File: src/rtl/pn_dither_injector.sv
module pn_dither_injector #(
  parameter int DATA_W = 24,
  parameter int GAIN_W = 16,
  parameter int Q_LAG  = 1024
) (
  input  logic              clk,
  input  logic              rst_n,
  input  logic              pn_enable,
  input  logic              long_mode,
  input  logic [GAIN_W-1:0] pn_gain,
  input  logic              in_valid,
  input  logic [DATA_W-1:0] in_i,
  input  logic [DATA_W-1:0] in_q,
  output logic              out_valid,
  output logic [DATA_W-1:0] out_i,
  output logic [DATA_W-1:0] out_q
);
  localparam int PN_W  = GAIN_W + 3;
  localparam int SHIFT = DATA_W - PN_W;
  localparam logic [22:0] START = 23'd1;

  function automatic logic [22:0] lfsr_next(input logic [22:0] s, input logic lng);
    logic fb;
    fb = lng ? (s[22] ^ s[17]) : (s[14] ^ s[13]);
    return lng ? {s[21:0], fb} : {8'd0, s[13:0], fb};
  endfunction

  function automatic logic [22:0] lfsr_jump(input logic [22:0] s, input logic lng, input int n);
    logic [22:0] t;
    t = s;
    for (int k = 0; k < n; k++) t = lfsr_next(t, lng);
    return t;
  endfunction

  localparam logic [22:0] Q_START_S = lfsr_jump(START, 1'b0, Q_LAG);
  localparam logic [22:0] Q_START_L = lfsr_jump(START, 1'b1, Q_LAG);

  function automatic logic [DATA_W-1:0] sat_add(input logic [DATA_W-1:0] a, input logic [DATA_W-1:0] b);
    logic [DATA_W:0] s;
    s = {a[DATA_W-1], a} + {b[DATA_W-1], b};
    if (s[DATA_W] != s[DATA_W-1])
      return s[DATA_W] ? {1'b1, {(DATA_W-1){1'b0}}} : {1'b0, {(DATA_W-1){1'b1}}};
    return s[DATA_W-1:0];
  endfunction

  logic [22:0] i_st, q_st;
  logic        i_bit, q_bit;
  logic [PN_W-1:0]   mag, pn_i, pn_q;
  logic [DATA_W-1:0] add_i, add_q;

  assign i_bit = long_mode ? i_st[22] : i_st[14];
  assign q_bit = long_mode ? q_st[22] : q_st[14];

  assign mag  = {3'b000, pn_gain};
  assign pn_i = i_bit ? (~mag + PN_W'(1)) : mag;
  assign pn_q = q_bit ? (~mag + PN_W'(1)) : mag;

  assign add_i = pn_enable ? (DATA_W'($signed(pn_i)) << SHIFT) : '0;
  assign add_q = pn_enable ? (DATA_W'($signed(pn_q)) << SHIFT) : '0;

  always_ff @(posedge clk) begin
    if (!rst_n || !pn_enable) begin
      i_st <= START;
      q_st <= long_mode ? Q_START_L : Q_START_S;
    end else if (in_valid) begin
      i_st <= lfsr_next(i_st, long_mode);
      q_st <= lfsr_next(q_st, long_mode);
    end
  end

  always_ff @(posedge clk) begin
    if (!rst_n) begin
      out_valid <= 1'b0;
      out_i     <= '0;
      out_q     <= '0;
    end else begin
      out_valid <= in_valid;
      if (in_valid) begin
        out_i <= sat_add(in_i, add_i);
        out_q <= sat_add(in_q, add_q);
      end
    end
  end
endmodule


File: config.mk
export PLATFORM = sky130hd
export DESIGN_NAME = pn_dither_injector
export DESIGN_NICKNAME = d
export VERILOG_FILES = /design/src/rtl/pn_dither_injector.sv
export SDC_FILE = /design/constraint.sdc
export NUM_CORES = 1
export LEC_CHECK = 0
export ABC_CLOCK_PERIOD_IN_PS = 5800
export BUFFER_PORTS_ARGS = -buffer_cell sky130_fd_sc_hd__buf_2
export CAP_MARGIN = 40
export CELL_PAD_IN_SITES_DETAIL_PLACEMENT = 1
export CELL_PAD_IN_SITES_GLOBAL_PLACEMENT = 1
export CORE_MARGIN = 1.5
export CORE_UTILIZATION = 42
export CTS_CLUSTER_DIAMETER = 200
export DETAILED_ROUTE_END_ITERATION = 12
export PLACE_DENSITY_LB_ADDON = 0.1
export RECOVER_POWER = 50
export SYNTH_ARGS = -nofsm -noshare
export SYNTH_HDL_FRONTEND = slang
export SYNTH_SLANG_ARGS = --single-unit
File: constraint.sdc
create_clock -name clk -period 5.8 [get_ports clk]
set_input_delay 0.87 -clock clk [delete_from_list [all_inputs] [get_ports clk]]
set_output_delay 0.87 -clock clk [all_outputs]
set_load 0.01 [all_outputs]
==> impl_metrics.py, run 1 <==
metrics = {
    "worst_setup_path": {
        "path_cells": "buf_2 > inv_1 > ha_1 > or3b_1 > nor3_2 > nor3b_2 > nand3b_1 > or4_1 > nand2b_1 > xnor2_1 > and2_1 > ha_1 > and4_1 > nor3_1 > a21oi_1 > nand4_2 > maj3_1 > a21oi_1",
        "crit_slowest_cell": "nand4_2",
        "crit_fanout": 24,
        "cp-startpoint": "pn_gain[0]",
        "worstReg2RegStart": "q_st[14]",
        "cp-end-kind": "flop",
        "critPathMaxStageDelay_ns": 0.63,
        "reg2regPathDepth": 13,
        "cp.required_ns": 6.07,
        "crit_type": "in -> reg",
        "cp.arrival_ns": 5.55,
        "cp-start-kind": "primary input",
        "r2r_end": "out_q[17]",
        "reg2reg_slack_ns": 1.50,
    },
    "synthesis": {
        "syn_area_per_cell_um2": 8.42,
        "synth_area_um2": 6620,
        "synth_seq_cells": 95,
        "synthCells": 786,
        "synth_async_sr_flop_share": 0,
        "post_synth_num_cell_types": 67,
        "synth_edf_count": 23,
        "syn-num-nets": 896,
        "yosysSeqAreaShare": 0.322,
        "synth_warnings": 0,
        "synth_ff_type": "dfxtp_1",
    },
    "global_route": {
        "grt_max_degree": 75,
        "grt_overflow_total": 0,
        "grt_busiest_layer": "met2",
        "met1_usage": 0.303,
        "use_met3": 0.0462,
        "grt_pass1_wl_mm": 31.5,
        "grt.total_usage": 0.239,
        "antenna_found_initial": 3,
        "grt_pass1_vias": 6270,
        "grt_util_met2": 0.425,
    },
    "place": {
        "dp_cells": 1076,
        "gp_congestion": 0.866,
        "post-place-ws_ns": 0.155,
        "dp_hpwl_mm": 14.6,
        "portBuffers": 117,
    },
    "clock_tree": {
        "cts_max_path_buffers": 2,
        "cts-resized-gates": 0,
        "post_cts_buffers": 0,
        "htreeDepth": 3,
        "cts_buffers": 9,
        "hold_buffers": 0,
        "clk_pin_slew_ns": 0.06,
        "cts_tree": "yes",
        "clk_latency_ns": 0.35,
        "root_buffer": "clkbuf_16",
        "cts.sinks": 95,
    },
    "worst_hold_path": {
        "min_from": "i_st[16]",
        "min_to": "i_st[16]",
        "holdPathStages": 2,
        "hp-class": "reg -> reg",
    },
    "sta": {
        "worst_pin_slew_ns": 1.07,
        "skew_ns": 0.00824,
        "setup_viol_count_final": 0,
        "layout_setup_ws_ns": 0.525,
        "rsz0062_at_grt": "false",
        "setup_tns_ns": 0,
        "fin_crit_sh": 0.909,
        "fin_crit_ns": 5.28,
        "slew_headroom": 0.288,
        "hold_viol_final": 0,
        "fin_hold_ws_ns": 0.468,
        "maxSlewViolCount": 0,
        "fmaxAchievable_ghz": 0.190,
    },
    "die": {
        "initial_core_util": 0.432,
        "die_y_um": 129,
        "dieArea_um2": 16500,
        "core_area_um2": 15300,
        "dieWidth_um": 129,
        "num_io_pins": 118,
        "core.rowCount": 45,
    },
    "cells_and_area": {
        "final_common_cell": "a21oi_1",
        "nets": 986,
        "drive_above_1_share": 0.123,
        "layout_common_cells": "88 x a21oi_1, 85 x o21ai_0, 72 x dfxtp_1",
        "instances_no_fill": 1094,
        "area_growth_pct": 14.7,
    },
    "drt": {
        "firstDrtPassIters": 4,
        "wire_per_inst_um": 17.6,
        "detail-route-antenna-nets": 0,
        "vias_per_cell": 5.58,
        "drt_wl_total_mm": 19.3,
        "drt_iter0_drc": 271,
        "remaining_drc_errors": 0,
        "num_vias": 6105,
    },
    "power": {
        "cellPowerDensity_nw_per_um2": 250,
        "peakVddDrop_uv": 148,
        "p_leak_nw": 3.15,
    },
    "run": {
        "maxCapViolCount": 0,
    },
    "outcome": {
        "status": "finished clean",
    },
}
per-stage QoR:
step,area [um^2],power (mW),utilization
after floorplan,6620,1.15,-
after global placement,7340,1.30,0.479
after detailed placement,7370,1.32,0.481
after CTS,7660,1.93,0.500
after global routing,7590,2.00,0.496
final,7590,1.90,0.496
layer usage:
layer | share of wire | vias up | wire length (um)
met1 | 0.47 | 2956 | 8960
met4 | 0.011 | 2 | 206
met5 | 0.00068 | - | 13
met2 | 0.49 | 91 | 9350
met3 | 0.038 | 19 | 729
li1 | - | 3037 | -
report_power, final:
part	internal, mW	total [mW]	switching [mW]
logic	0.220	0.542	0.322
clock network	0.338	0.605	0.268
registers	0.728	0.753	0.0245
worst max path at each step:
stage,cells past startpoint,endpoint,slack [ns]
2_1_floorplan,19,out_i[5],1.01
3_3_place_gp,19,out_i[0],0.37
3_5_place_dp,18,out_q[17],0.15
4_1_cts,18,out_q[11],0.51
5_1_grt,18,out_q[11],0.13
6_report,18,out_q[17],0.52
final cells by class:
cell class / instances / area, um^2
Antenna cell: 2 / 5.00
Inverter: 28 / 105
Tap cell: 211 / 264
Fill cell: 1908 / 7720
Sequential cell: 95 / 2130
Clock inverter: 6 / 68.8
Multi-Input combinational cell: 614 / 4180
Timing Repair Buffer: 128 / 606
Clock buffer: 10 / 229
worst max-delay path: cells and delay by family:
kind | cells | cell delay [ns]
buf+inv | 2 | 0.17
simple gates | 10 | 2.89
compound gates | 2 | 0.34
xor+xnor | 1 | 0.06
fa+ha+maj | 3 | 1.21
registers in the layout, summed over array words and instances (netlist names):
register   count
i_st          23
out_i         24
out_q         24
out_valid      1
q_st          23
cell families (layout without fill, tap and decap cells):
group                    count (synthesis)  in the layout  synth area share
buffers and inverters                   77            172            0.0461
flip-flops                              95             95             0.322
adder cells (fa/ha/maj)                 76             76             0.133
multiplexers                            20             20            0.0306
AO/OA/AOI/OAI                          271            271             0.248
other                                    0              2                 0
XOR/XNOR                                39             39            0.0539
AND/OR/NAND/NOR                        208            208             0.167
synthesized netlist by cell type (4+ instances only):
library cell / count / area (um^2)
a211oi_1: 4 / 30.0
a21boi_0: 19 / 143
a21o_1: 20 / 150
a21oi_1: 88 / 440
a22o_1: 6 / 52.6
a31oi_1: 8 / 50.1
and2_1: 13 / 81.3
and3_1: 12 / 75.1
buf_2: 4 / 20.0
clkbuf_1: 42 / 158
dfxtp_1: 72 / 1440
edfxtp_1: 23 / 691
ha_1: 39 / 488
inv_1: 27 / 101
maj3_1: 34 / 340
mux2i_1: 18 / 180
nand2_1: 35 / 131
nand2b_1: 13 / 81.3
nand3_1: 22 / 110
nor2_1: 45 / 169
nor2b_1: 6 / 37.5
nor3_1: 15 / 75.1
nor4_1: 6 / 37.5
o21a_1: 12 / 90.1
o21ai_0: 85 / 425
o21ai_1: 4 / 20.0
or2_2: 4 / 25.0
or3_1: 23 / 144
xnor2_1: 21 / 184
xor2_1: 16 / 140
Power figures use the tool's default switching activity.
==> run 2: changes to the inputs <==
--- a/config.mk
+++ b/config.mk
@@ -5,13 +5,14 @@
 export SDC_FILE = /design/constraint.sdc
 export NUM_CORES = 1
 export LEC_CHECK = 0
+export ABC_AREA = 1
 export ABC_CLOCK_PERIOD_IN_PS = 5800
 export BUFFER_PORTS_ARGS = -buffer_cell sky130_fd_sc_hd__buf_2
 export CAP_MARGIN = 40
 export CELL_PAD_IN_SITES_DETAIL_PLACEMENT = 1
 export CELL_PAD_IN_SITES_GLOBAL_PLACEMENT = 1
 export CORE_MARGIN = 1.5
-export CORE_UTILIZATION = 42
+export CORE_UTILIZATION = 41
 export CTS_CLUSTER_DIAMETER = 200
 export DETAILED_ROUTE_END_ITERATION = 12
 export PLACE_DENSITY_LB_ADDON = 0.1
==> impl_metrics.py, run 2 <==
metrics = {
    "outcome": {
        "status": "finished, violations left",
        "violations": "capacitance limit, slew limit",
    },
    "place": {
        "dp_hpwl_mm": 16.0,
        "dp_cells": 1284,
        "place_area_um2": 7450,
        "gp_congestion": 0.894,
        "portBuffers": 117,
    },
    "worst_setup_path": {
        "path_cells": "buf_2 > inv_2 > nand2_1 > nand2_1 > inv_1 > a211oi_1 > ha_1 > nand2_2 > inv_1 > a21oi_1 > nand3_1 > nand2_1 > nand2_1 > nand2_1 > nand2_1 > a21oi_4 > a21oi_1",
        "cp.required_ns": 6.00,
        "crit_fanout": 27,
        "cp.arrival_ns": 4.79,
        "cp-end-kind": "flop",
        "critPathMaxStageDelay_ns": 0.69,
        "cp-start-kind": "primary input",
        "crit_type": "in -> reg",
        "reg2reg_slack_ns": 1.69,
        "path_common_cell": "nand2_1",
        "crit_slowest_cell": "a21oi_4",
    },
    "run": {
        "maxCapViolCount": 3,
    },
    "clock_tree": {
        "clk_latency_ns": 0.35,
        "cts.sinks": 95,
        "cts_buffers": 9,
        "cts_max_path_buffers": 2,
        "root_buffer": "clkbuf_16",
        "cts_tree": "yes",
        "clk_pin_slew_ns": 0.07,
        "htreeDepth": 3,
        "hold_buffers": 0,
        "post_cts_buffers": 0,
        "cts-resized-gates": 0,
    },
    "drt": {
        "detail-route-antenna-nets": 0,
        "firstDrtPassIters": 4,
        "vias_per_cell": 5.12,
        "num_vias": 6659,
        "drt_wl_total_mm": 20.4,
        "wire_per_inst_um": 15.7,
        "drt_iter0_drc": 258,
        "remaining_drc_errors": 0,
    },
    "synthesis": {
        "yosysTopAreaCellShare": 0.213,
        "synthCells": 982,
        "yosysMostFrequentCell": "nand2_1",
        "synth_common_cells": "266 x nand2_1, 96 x inv_1, 94 x a21oi_1, 85 x o21ai_0, 84 x nor2_1",
        "syn_area_per_cell_um2": 6.88,
        "synth_top_family_by_area": "simple AND/OR/NAND/NOR gates",
        "yosys.area_share.adder": 0.0782,
        "yosys.area_share.simple": 0.277,
        "synth-compound-area-share": 0.201,
        "synth_area_um2": 6750,
        "syn-num-nets": 1092,
        "synthXorXnorAreaFrac": 0.0428,
        "yosysSeqAreaShare": 0.316,
        "synth_seq_cells": 95,
        "muxShareOfSynthArea": 0,
        "netlist.top_cell.by_area": "dfxtp_1",
        "synth_async_sr_flop_share": 0,
        "synth_edf_count": 23,
        "synth_warnings": 0,
        "synth_area_leaders": "dfxtp_1 21%, nand2_1 15%, edfxtp_1 10%",
        "post_synth_num_cell_types": 42,
        "synth_ff_type": "dfxtp_1",
    },
    "die": {
        "core.rowCount": 46,
        "dieArea_um2": 17200,
        "num_io_pins": 118,
        "die_y_um": 131,
        "dieWidth_um": 131,
        "initial_core_util": 0.422,
        "core_area_um2": 16000,
    },
    "sta": {
        "fin_crit_ns": 4.58,
        "maxSlewViolCount": 163,
        "setup_viol_count_final": 0,
        "fin_hold_ws_ns": 0.461,
        "hold_viol_final": 0,
        "skew_ns": 0.0107,
        "worst_pin_slew_ns": 2.85,
        "fin_crit_sh": 0.790,
        "fmaxAchievable_ghz": 0.218,
        "slew_headroom": -0.898,
        "setup_tns_ns": 0,
        "rsz0062_at_grt": "false",
    },
    "cells_and_area": {
        "final_common_cell": "nand2_1",
        "nets": 1189,
        "instances_no_fill": 1300,
        "seqCellArea_um2": 2130,
        "multi_input_area_um2": 4050,
        "largestRegisters": "out_i (24), out_q (24)",
        "fillers": 2195,
        "antennaDiodeCount": 0,
        "drive_above_1_share": 0.129,
        "layout_common_cells": "266 x nand2_1, 96 x inv_1, 94 x a21oi_1",
        "area_growth_pct": 13.6,
        "final_area_um2": 7670,
    },
    "power": {
        "p_total_mw": 1.93,
        "peakVddDrop_uv": 154,
        "cellPowerDensity_nw_per_um2": 252,
        "p_leak_nw": 3.65,
    },
    "global_route": {
        "grt_pass1_vias": 6388,
        "antenna_found_initial": 0,
        "grt_pass1_wl_mm": 33.0,
        "grt.total_usage": 0.235,
        "grt_max_degree": 75,
        "grt_overflow_total": 0,
    },
    "worst_hold_path": {
        "hp-class": "reg -> reg",
    },
}
## run 2: cell types whose count changed after synthesis, sizes merged, moves of 19 or more
cell / previous run / this run
nand2: 35 / 277
inv: 27 / 99
nor2: 45 / 91
maj3: 35 / 0
a21oi: 88 / 121
or3: 23 / 0
a21boi: 19 / 0
## run 2: stage by stage
| stage | util | setup WS [ns] |
|---|---|---|
| floorplan | - | 2.21 |
| global placement | 0.465 | 0.954 |
| detailed placement | 0.466 | 0.853 |
| CTS | 0.484 | 1.23 |
| global route | 0.479 | 0.838 |
| finish | 0.479 | 1.22 |
## run 2: final timing paths
kind	from	to	depth (start not counted)
min	i_st[6]	i_st[7]	2
min reg2reg	i_st[6]	i_st[7]	2
max	long_mode	out_q[11]	17
max reg2reg	q_st[22]	out_q[11]	15
## run 2: routing by layer
| layer | share of wire | track usage | routed length (um) | vias to the layer above |
|---|---|---|---|---|
| met1 | 0.51 | 0.336 | 10400 | 3104 |
| met5 | 0 | 0 | 0 | - |
| met2 | 0.46 | 0.384 | 9320 | 112 |
| li1 | - | - | - | 3432 |
| met4 | 0.0094 | 0.0537 | 193 | 0 |
| met3 | 0.027 | 0.0197 | 560 | 11 |
## run 2: cells by family after synthesis
group,Yosys count
buf+inv,136
xor+xnor,33
compound gates,235
fa+ha+maj,41
simple gates,442
flops,95
## run 2: final cells by class
| cell class | instances | share of cell area |
|---|---|---|
| flip-flops and latches | 95 | 0.278 |
| inverters | 101 | 0.0494 |
| clock inverters | 7 | 0.00800 |
| clock buffers | 9 | 0.0294 |
| multi-input cells | 751 | 0.528 |
| repair buffers | 121 | 0.0720 |
| well taps | 216 | 0.0352 |
## run 2: where the power goes
group	internal (mW)	switching (mW)	leakage, nW	total (mW)
Clock	0.301	0.280	0.142	0.581
Combinational	0.197	0.402	2.67	0.598
Sequential	0.731	0.0237	0.844	0.755
## run 2: critical path: cells and delay by family
kind	cells	cell delay, ns
AOI/OAI and AO/OA	4	1.47
adders and majority gates	1	0.37
buffers and inverters	4	0.67
and+or+nand+nor	8	1.39
==> run 3: changes to the inputs <==
--- a/config.mk
+++ b/config.mk
@@ -5,14 +5,14 @@
 export SDC_FILE = /design/constraint.sdc
 export NUM_CORES = 1
 export LEC_CHECK = 0
-export ABC_AREA = 1
-export ABC_CLOCK_PERIOD_IN_PS = 5800
+export ABC_AREA = 0
+export ABC_CLOCK_PERIOD_IN_PS = 4500
 export BUFFER_PORTS_ARGS = -buffer_cell sky130_fd_sc_hd__buf_2
 export CAP_MARGIN = 40
 export CELL_PAD_IN_SITES_DETAIL_PLACEMENT = 1
 export CELL_PAD_IN_SITES_GLOBAL_PLACEMENT = 1
 export CORE_MARGIN = 1.5
-export CORE_UTILIZATION = 41
+export CORE_UTILIZATION = 42
 export CTS_CLUSTER_DIAMETER = 200
 export DETAILED_ROUTE_END_ITERATION = 12
 export PLACE_DENSITY_LB_ADDON = 0.1
==> constraint.sdc (replaced) <==
create_clock -name clk -period 4.5 [get_ports clk]
set_input_delay 0.675 -clock clk [delete_from_list [all_inputs] [get_ports clk]]
set_output_delay 0.675 -clock clk [all_outputs]
set_load 0.01 [all_outputs]
==> impl_metrics.py, run 3 (synthesis results as in run 1) <==
metrics = {
    "sta": {
        "slew_headroom": 0.360,
        "skew_ns": 0.00692,
        "fin_hold_ws_ns": 0.469,
        "maxSlewViolCount": 0,
        "setup_viol_count_final": 0,
        "hold_viol_final": 0,
        "fin_crit_sh": 0.980,
        "fmaxAchievable_ghz": 0.227,
        "worst_pin_slew_ns": 0.960,
        "fin_crit_ns": 4.41,
        "layout_setup_ws_ns": 0.0913,
        "rsz0062_at_grt": "true",
    },
    "clock_tree": {
        "cts.sinks": 95,
        "clk_latency_ns": 0.35,
        "cts_max_path_buffers": 2,
        "cts_tree": "yes",
        "htreeDepth": 3,
        "root_buffer": "clkbuf_16",
        "clk_pin_slew_ns": 0.07,
        "cts_buffers": 9,
    },
    "worst_setup_path": {
        "crit_slowest_cell": "or4_4",
        "cp.arrival_ns": 4.64,
        "crit_family": "simple AND/OR/NAND/NOR gates",
        "cp-start-kind": "primary input",
        "cp-end-kind": "flop",
        "crit_type": "in -> reg",
        "path_cells": "buf_2 > inv_1 > ha_1 > or3b_4 > nor3_4 > nor3b_4 > nand3b_1 > or4_4 > nand2b_1 > xnor2_1 > and2_4 > ha_4 > a21oi_4 > nand3_1 > o31ai_4 > buf_12 > xnor2_4 > maj3_1 > a22o_1",
        "crit_fanout": 7,
        "critPathMaxStageDelay_ns": 0.54,
        "crit_buf_inv": 3,
        "cp.required_ns": 4.73,
    },
    "cells_and_area": {
        "area_growth_pct": 27.5,
        "layout_common_cells": "80 x buf_4, 79 x a21oi_1, 78 x o21ai_0",
        "largestRegisters": "out_i (24), out_q (24)",
        "seqCellArea_um2": 2130,
        "final_common_cell": "buf_4",
        "drive_above_1_share": 0.232,
        "final_area_um2": 8440,
        "nets": 1061,
        "multi_input_area_um2": 4390,
        "fillers": 1879,
    },
    "die": {
        "core_area_um2": 15300,
        "initial_core_util": 0.432,
        "die_y_um": 129,
        "core.rowCount": 45,
        "dieArea_um2": 16500,
        "num_io_pins": 118,
        "dieWidth_um": 129,
    },
    "drt": {
        "wire_per_inst_um": 18.2,
        "remaining_drc_errors": 0,
        "firstDrtPassIters": 4,
        "num_vias": 6474,
        "drt_iter0_drc": 265,
        "drt_wl_total_mm": 21.3,
        "detail-route-antenna-nets": 0,
        "vias_per_cell": 5.53,
    },
    "power": {
        "cellPowerDensity_nw_per_um2": 310,
        "p_leak_nw": 3.62,
        "peakVddDrop_uv": 205,
    },
    "global_route": {
        "antenna_found_initial": 4,
        "grt_overflow_total": 0,
        "grt_pass1_vias": 6765,
        "grt_pass1_wl_mm": 34.3,
        "grt.total_usage": 0.263,
        "grt_max_degree": 95,
    },
    "run": {
        "maxCapViolCount": 0,
    },
    "place": {
        "dp_hpwl_mm": 16.1,
        "portBuffers": 117,
        "post-place-ws_ns": -0.396,
        "place_area_um2": 7940,
        "gp_congestion": 0.886,
    },
    "outcome": {
        "status": "finished clean",
    },
    "worst_hold_path": {
        "hp-class": "reg -> reg",
    },
}
run 3: cell count changes in the layout (fill, tap and decap cells not counted), sizes merged, moves of 18 or more:
cell	delta
a21boi	+19
a21oi	-33
or3	+23
buf	+85
mux2i	+18
maj3	+35
nand2	-242
nor2	-46
inv	-75
run 3: path summary, 6_finish.rpt:
check / from / end / slack, ns / cells past startpoint
worst max-delay path: pn_gain[0] / out_i[3] / 0.09 / 19
worst max register to register: i_st[14] / out_i[3] / 0.49 / 13
worst min register to register: i_st[20] / i_st[20] / 0.47 / 2
worst min-delay path: i_st[20] / i_st[20] / 0.47 / 2
run 3: timing repair:
item / 4_1_cts / 5_1_grt
endpoints found under the hold margin: 0 / 0
endpoints found under the setup margin: 4 / 48
resized for setup: 1 / 45
pin swaps: 0 / 24
cloned: 0 / 1
hold buffers: 0 / 0
setup buffers: 0 / 5
run 3: per-stage QoR:
step           power (mW)  utilization  TNS, ns  std cells
2_1_floorplan        1.49            -        0        786
3_3_place_gp         1.76        0.518    -8.85       1144
3_5_place_dp         1.79        0.519   -12.61       1145
4_1_cts              2.60        0.539        0       1161
5_1_grt              2.76        0.551   -0.475       1169
6_report             2.62        0.551        0       1170
run 3: worst register-to-register path, delay by kind of cell, from the launching register on:
| kind | cells | cell delay [ns] |
|---|---|---|
| AOI/OAI and AO/OA | 7 | 1.78 |
| adders and majority gates | 2 | 0.76 |
| and+or+nand+nor | 2 | 0.57 |
| DFF | 1 | 0.43 |
| buffers and inverters | 1 | 0.22 |
| muxes | 1 | 0.13 |
run 3: metal layers:
metal | routed length (um) | vias to the layer above | GRT usage
met3 | 820 | 33 | 0.0424
met2 | 10400 | 139 | 0.463
met4 | 456 | 2 | 0.0787
met1 | 9590 | 3111 | 0.332
li1 | - | 3189 | -
met5 | 13 | - | 0
run 3: final cells by class:
cell class	instances	area share
clock buffers	11	0.0301
diodes	3	0.000890
flip-flops and latches	95	0.253
multi-input cells	615	0.521
clock inverters	5	0.00727
well taps	211	0.0313
inverters	28	0.0125
repair buffers	202	0.145
run 3: power breakdown:
group	internal [mW]	total [mW]	switching [mW]	leakage, nW
Clock	0.469	0.807	0.338	0.156
Combinational	0.380	0.840	0.460	2.62
Sequential	0.939	0.973	0.0340	0.844
Total	1.79	2.62	0.832	3.62
